<file path="config.mk">
export PLATFORM = sky130hd
export DESIGN_NAME = dss_seq_top
export DESIGN_NICKNAME = d
export VERILOG_FILES = /design/src/rtl/dss_pkg.sv /design/src/rtl/dss_cfg_reg.sv /design/src/rtl/dss_plan_dec.sv /design/src/rtl/dss_seq_fsm.sv /design/src/rtl/dss_seq_top.sv
export SDC_FILE = /design/constraint.sdc
export NUM_CORES = 1
export LEC_CHECK = 0
export BUFFER_PORTS_ARGS = -buffer_cell sky130_fd_sc_hd__buf_2
export CAP_MARGIN = 20
export CORE_MARGIN = 10
export CORE_UTILIZATION = 29
export DETAILED_ROUTE_END_ITERATION = 10
export SKIP_CTS_REPAIR_TIMING = 1
export SYNTH_ARGS = -nofsm -noshare
export SYNTH_HDL_FRONTEND = slang
export SYNTH_HIERARCHICAL = 1
export SYNTH_SLANG_ARGS = --single-unit
</file>
<file path="constraint.sdc">
create_clock -name clk -period 1.4 [get_ports clk]
set_input_delay 0 -clock clk [delete_from_list [all_inputs] [get_ports clk]]
set_output_delay 0 -clock clk [all_outputs]
set_load 0.02 [all_outputs]
</file>
<file path="src/rtl/dss_pkg.sv">
package dss_pkg;

    localparam int REG_W   = 8;
    localparam int CH_W    = 4;
    localparam int EN_BIT  = 0;
    localparam int ST_BIT  = 1;
    localparam int SEL_LSB = 4;

    // stored part of the register
    typedef struct packed {
        logic [CH_W-1:0] sel;
        logic            en;
    } cfg_t;

    // snapshot taken at start
    typedef struct packed {
        logic            dual;
        logic            bad;
        logic [CH_W-1:0] prim;
        logic [CH_W-1:0] sec;
    } plan_t;

    typedef enum logic [1:0] {
        PH_IDLE   = 2'd0,
        PH_FIRST  = 2'd1,
        PH_SECOND = 2'd2
    } phase_t;

    // codes 12..15 are the only legal paired channels
    function automatic logic sel_pair_ok(input logic [CH_W-1:0] s);
        return s[CH_W-1] & s[CH_W-2];
    endfunction

    function automatic logic [REG_W-1:0] pack_reg(input cfg_t c, input logic st);
        logic [REG_W-1:0] r;
        r                        = '0;
        r[EN_BIT]                = c.en;
        r[ST_BIT]                = st;
        r[SEL_LSB +: CH_W]       = c.sel;
        return r;
    endfunction

    function automatic cfg_t unpack_reg(input logic [REG_W-1:0] d);
        cfg_t c;
        c.en  = d[EN_BIT];
        c.sel = d[SEL_LSB +: CH_W];
        return c;
    endfunction

endpackage

</file>
<file path="src/rtl/dss_cfg_reg.sv">
module dss_cfg_reg
    import dss_pkg::*;
(
    input  logic             clk,
    input  logic             rst,
    input  logic             wr_en_i,
    input  logic [REG_W-1:0] wr_data_i,
    output cfg_t             cfg_o
);

    cfg_t cfg_q;

    always_ff @(posedge clk) begin
        if (rst) begin
            cfg_q <= '0;
        end else if (wr_en_i) begin
            cfg_q <= unpack_reg(wr_data_i);
        end
    end

    assign cfg_o = cfg_q;

    // stored fields only move on a write
    p_hold_without_write_r2: assert property (@(posedge clk) disable iff (rst)
        !wr_en_i |=> $stable(cfg_q));

endmodule

</file>
<file path="src/rtl/dss_plan_dec.sv">
module dss_plan_dec
    import dss_pkg::*;
(
    input  cfg_t            cfg_i,
    input  logic            sh_mode_i,
    input  logic [CH_W-1:0] prim_ch_i,
    output plan_t           plan_o
);

    logic eff_en;
    logic code_ok;

    always_comb begin
        eff_en       = cfg_i.en & sh_mode_i;   // enable masked by sample-and-hold mode
        code_ok      = sel_pair_ok(cfg_i.sel);
        plan_o.dual  = eff_en & code_ok;
        plan_o.bad   = eff_en & ~code_ok;
        plan_o.prim  = prim_ch_i;
        plan_o.sec   = cfg_i.sel;
    end

endmodule

</file>
<file path="src/rtl/dss_seq_fsm.sv">
module dss_seq_fsm
    import dss_pkg::*;
#(
    parameter int CONV_CYCLES = 8
) (
    input  logic            clk,
    input  logic            rst,
    input  logic            start_i,
    input  plan_t           plan_i,
    output logic            conv_req_o,
    output logic [CH_W-1:0] conv_ch_o,
    output logic            second_o,
    output logic            conv_done_o,
    output logic            seq_done_o,
    output logic            err_o
);

    localparam int CNT_W = (CONV_CYCLES > 1) ? $clog2(CONV_CYCLES) : 1;
    localparam logic [CNT_W-1:0] CNT_LAST = CNT_W'(CONV_CYCLES - 1);

    phase_t           phase_q;
    logic [CNT_W-1:0] cnt_q;
    plan_t            plan_q;
    logic             done_q;
    logic             fin_q;
    logic             err_q;
    logic             last_cyc;

    assign last_cyc = (cnt_q == '0);

    always_ff @(posedge clk) begin
        if (rst) begin
            phase_q <= PH_IDLE;
            cnt_q   <= '0;
            plan_q  <= '0;
            done_q  <= 1'b0;
            fin_q   <= 1'b0;
            err_q   <= 1'b0;
        end else begin
            done_q <= 1'b0;
            fin_q  <= 1'b0;
            case (phase_q)
                PH_IDLE: begin
                    if (start_i) begin
                        plan_q  <= plan_i;
                        phase_q <= PH_FIRST;
                        cnt_q   <= CNT_LAST;
                        if (plan_i.bad) begin
                            err_q <= 1'b1;
                        end
                    end
                end
                PH_FIRST: begin
                    if (last_cyc) begin
                        done_q <= 1'b1;
                        if (plan_q.dual) begin
                            phase_q <= PH_SECOND;
                            cnt_q   <= CNT_LAST;
                        end else begin
                            phase_q <= PH_IDLE;
                            fin_q   <= 1'b1;
                        end
                    end else begin
                        cnt_q <= cnt_q - 1'b1;
                    end
                end
                PH_SECOND: begin
                    if (last_cyc) begin
                        done_q  <= 1'b1;
                        fin_q   <= 1'b1;
                        phase_q <= PH_IDLE;
                    end else begin
                        cnt_q <= cnt_q - 1'b1;
                    end
                end
                default: phase_q <= PH_IDLE;
            endcase
        end
    end

    assign conv_req_o  = (phase_q != PH_IDLE);
    assign second_o    = (phase_q == PH_SECOND);
    assign conv_ch_o   = second_o ? plan_q.sec : plan_q.prim;
    assign conv_done_o = done_q;
    assign seq_done_o  = fin_q;
    assign err_o       = err_q;

    // a request only begins after a start pulse
    p_req_after_start_r3: assert property (@(posedge clk) disable iff (rst)
        $rose(conv_req_o) |-> $past(start_i));

    // the complete strobe closes a running sequence and coincides with a done strobe
    p_fin_closes_seq_r4: assert property (@(posedge clk) disable iff (rst)
        seq_done_o |-> ($past(conv_req_o) && conv_done_o));

    // the second phase only ever addresses channels 12..15
    p_second_legal_ch_r5: assert property (@(posedge clk) disable iff (rst)
        second_o |-> (conv_ch_o[CH_W-1:CH_W-2] == 2'b11));

    // the second phase starts right as the first one reports done
    p_second_follows_first_r6: assert property (@(posedge clk) disable iff (rst)
        $rose(second_o) |-> conv_done_o);

    // the error flag never clears outside reset
    p_err_sticky_r8: assert property (@(posedge clk) disable iff (rst)
        err_o |=> err_o);

endmodule

</file>
<file path="src/rtl/dss_seq_top.sv">
module dss_seq_top
    import dss_pkg::*;
#(
    parameter int CONV_CYCLES = 8
) (
    input  logic         clk,
    input  logic         rst,
    input  logic         wr_en_i,
    input  logic [7:0]   wr_data_i,
    output logic [7:0]   rd_data_o,
    input  logic         sh_mode_i,
    input  logic [3:0]   prim_ch_i,
    input  logic         start_i,
    output logic         conv_req_o,
    output logic [3:0]   conv_ch_o,
    output logic         conv_done_o,
    output logic         seq_done_o,
    output logic         sel_err_o
);

    cfg_t  cfg;
    plan_t plan;
    logic  second;

    dss_cfg_reg u_reg (
        .clk       (clk),
        .rst       (rst),
        .wr_en_i   (wr_en_i),
        .wr_data_i (wr_data_i),
        .cfg_o     (cfg)
    );

    dss_plan_dec u_dec (
        .cfg_i     (cfg),
        .sh_mode_i (sh_mode_i),
        .prim_ch_i (prim_ch_i),
        .plan_o    (plan)
    );

    dss_seq_fsm #(.CONV_CYCLES(CONV_CYCLES)) u_fsm (
        .clk         (clk),
        .rst         (rst),
        .start_i     (start_i),
        .plan_i      (plan),
        .conv_req_o  (conv_req_o),
        .conv_ch_o   (conv_ch_o),
        .second_o    (second),
        .conv_done_o (conv_done_o),
        .seq_done_o  (seq_done_o),
        .err_o       (sel_err_o)
    );

    assign rd_data_o = pack_reg(cfg, second);

    // the status bit never shows outside a running request
    p_status_in_req_r6: assert property (@(posedge clk) disable iff (rst)
        rd_data_o[ST_BIT] |-> conv_req_o);

endmodule

</file>
==> run_results.csv <==
group,metric,value,unit
status,status,"finished with violations",
status,violations,"hold timing, setup timing",
worst_setup_path,worstSetupPathType,"flip-flop to primary output",
yosys,syn_inst,130,
yosys,yosys-top-cells-area,"dfxtp_1 40%, nand2_1 7.8%, buf_4 7.4%",
yosys,synthAdderAreaFrac,6.74,%
timing,timing.hold.ws,-0.0255,ns
placed_design,portBuffers,27,
worst_setup_path,start_kind,"flip-flop",
clock_tree,cts_buffers,3,
finish,multiInputGateArea,639,um^2
finish,seqCellArea,448,um^2
worst_setup_path,endpoint_kind,"primary output",
global_route,grt.overflow.total,0,
clock_tree,clkSinkCount,22,
placed_design,hpwl,1830,um
yosys,synth_compound_area_share,13.8,%
yosys,yosysSeqAreaShare,39.6,%
yosys,synth_edf_count,0,
route,drcViolationCount,0,
worst_setup_path,path_max_fanout,5,
worst_setup_path,crit_start,"u_fsm/phase_q[0]$_SDFFE_PP0P_",
route,drt-met1-wl,1120,um
floorplan,coreArea,3690,um^2
yosys,synth_top_family_by_area,"simple AND/OR/NAND/NOR gates",
route,vias,952,
route,drtIter0Drc,14,
route,wl_met3,209,um
worst_setup_path,r2r_cells,6,
floorplan,die_w,82.0,um
flow_run,drv_cap,0,
global_route,grt_usage,7.28,%
finish,diodes,0,
yosys,yosys.area.top_type,"dfxtp_1",
floorplan,io_pins,33,
timing,maxSlewViolCount,0,
yosys,yosys_warnings,6,
timing,fin_crit_sh,102,%
worst_setup_path,critPathSlowestCell,"dfxtp_4",
floorplan,die_h,82.0,um
yosys,synth_ff_type,"dfxtp_1",
clock_tree,cts.path.max_buffers,2,
global_route,antenna_found_initial,0,
worst_setup_path,rrSetupSlack,0.01,ns
power_and_ir_drop,p_per_area,1090,nW/um^2
route,wl_met2,1320,um
clock_tree,cts_root_buf,"clkbuf_8",
yosys,ys_types,29,
finish,fill_cells,404,
timing,max_freq,702,MHz
yosys,synth_top_area_share,39.6,%
timing,finalSetupTns,-0.0840,ns
finish,finalNetCount,186,
route,drt_pass1_iterations,4,
worst_setup_path,path_common_cell,"buf_6",
placed_design,routabilityCongestion,0.722,
route,ant_nets,0,
worst_setup_path,rr_startpoint,"u_fsm/phase_q[1]$_SDFFE_PP0P_",
worst_hold_path,hp-class,"primary input to flip-flop",
worst_hold_path,hold-path-cell-count,3,
finish,area_growth,39.2,%
clock_tree,cts_tree,"built",
timing,fin_ws,-0.0252,ns
worst_setup_path,crit_end,"conv_ch_o[1]",
placed_design,pre_cts_ws,-0.0351,ns
route,finalWirelength,2680,um
worst_setup_path,critPathRequiredTime,1.40,ns
yosys,ys_seq_elements,22,
yosys,synth.cell_area,1110,um^2
timing,setup_viol,4,
yosys,synth-xor-area-share,0,%
yosys,synth_mux_area_share,8.54,%
clock_tree,clk_latency,0.26,ns
yosys,synth-simple-area-share,19.3,%
floorplan,start_util,30.2,%
yosys,async_flop_share,0,%
yosys,yosysMostFrequentCell,"nand2_1",
route,routed_via_density,4.53,
timing,fin_skew,0.00248,ns
power_and_ir_drop,p_leak,0.677,nW
timing,hold_viol,3,
clock_tree,clk_pin_slew_worst_paths,0.08,ns
worst_setup_path,arrival,1.43,ns
route,wl_per_cell,12.8,um
floorplan,rows,22,
worst_setup_path,critical_path.cell_chain,"inv_4 > ha_4 > buf_6 > mux2_4 > buf_6",
timing,rsz0062_at_grt,"yes",
yosys,synthTopCellsByCount,"23 x nand2_1, 22 x dfxtp_1, 14 x a21oi_1",
power_and_ir_drop,irDropWorstVdd,0.000594,V
route,highest_layer,"met4",
floorplan,die_area,6720,um^2
yosys,syn_avg_cell_area,8.57,um^2
worst_setup_path,r2r-end,"u_fsm/cnt_q[0]$_SDFFE_PP0P_",
global_route,grt_pass1_wl,3930,um
worst_setup_path,max_stage_delay,0.38,ns
worst_hold_path,min_from,"wr_data_i[5]",
timing,period_minus_slack,1.43,ns
global_route,grt_max_degree,21,
finish,drive_above_1_share,40.7,%
clock_tree,h-tree-depth,1,
global_route,grt_pass1_vias,912,
==> sequential cells by signal (all words and copies together), names as in the netlist <==
name and flops:
u_fsm/conv_done_o 1, u_fsm/seq_done_o 1, u_fsm/cnt_q 3, u_fsm/phase_q 2, u_reg/cfg_o 5, u_fsm/plan_q 9
u_fsm/err_o 1
==> cell type report <==
| class | instances | share of cell area (%) |
|---|---|---|
| Multi-Input combinational cell | 88 | 41.2 |
| Sequential cell | 22 | 28.9 |
| Timing Repair Buffer | 42 | 19.6 |
| Tap cell | 48 | 3.87 |
| Clock buffer | 3 | 2.66 |
| Clock inverter | 1 | 1.94 |
| Inverter | 6 | 1.78 |
==> power breakdown <==
part,switching (W),internal (W)
Clock,0.000208,0.000382
Sequential,0.0000364,0.000663
Combinational,0.000205,0.000189
Total,0.000450,0.00123
==> metal layers <==
metal	vias to the layer above	global-route usage, %
li1	480	-
met1	445	8.10
met2	23	11.7
met3	4	3.82
met4	0	2.55
met5	-	0
==> critical path, delay by kind of cell (launching register included) <==
kind / cells / cell delay [ns]
muxes: 1 / 0.30
DFF: 1 / 0.38
buffers and inverters: 3 / 0.31
adders and majority gates: 1 / 0.16
==> how the worst min path moves through the flow <==
stage | end | slack (ns)
6_report | u_reg/cfg_o[2]$_SDFFE_PP0P_ | -0.03
5_1_grt | u_reg/cfg_o[2]$_SDFFE_PP0P_ | 0.004
4_1_cts | u_fsm/plan_q[7]$_SDFFE_PP0P_ | -0.04
3_5_place_dp | u_reg/cfg_o[0]$_SDFFE_PP0P_ | 0.24
3_3_place_gp | u_reg/cfg_o[1]$_SDFFE_PP0P_ | 0.23
2_1_floorplan | u_fsm/plan_q[3]$_SDFFE_PP0P_ | 0.07
==> metrics by stage <==
stage / instance area [um^2] / hold WS (ns) / utilization, % / cells / total power [W]
after floorplan: 1120 / 0.0691 / - / 131 / 0.000935
after global routing: 1550 / 0.00409 / 42.0 / 210 / 0.00177
after CTS: 1330 / -0.0367 / 36.0 / 202 / 0.00161
after detailed placement: 1260 / 0.245 / 34.1 / 198 / 0.00102
final: 1550 / -0.0255 / 42.0 / 210 / 0.00168
after global placement: 1260 / 0.233 / 34.1 / 198 / 0.00102
==> cell usage in the layout, fill, tap and decap left out, drive strengths merged, types with 3 or more instances in the layout <==
| master | n |
|---|---|
| clkbuf | 3 |
| ha | 6 |
| nand2 | 23 |
| inv | 6 |
| nor2 | 14 |
| dfxtp | 22 |
| dlygate4sd3 | 6 |
| buf | 36 |
| o21ai | 4 |
| mux2 | 4 |
| mux2i | 5 |
| a21oi | 15 |
==> cells by family (layout without fill, tap and decap cells) <==
group,count (synthesis),in the layout
AND/OR/NAND/NOR,46,46
AO/OA/AOI/OAI,25,25
flip-flops,22,22
buffers and inverters,21,52
multiplexers,9,9
adder cells (fa/ha/maj),6,6
other,1,2
Note: power is estimated with default switching activity, not from simulation.
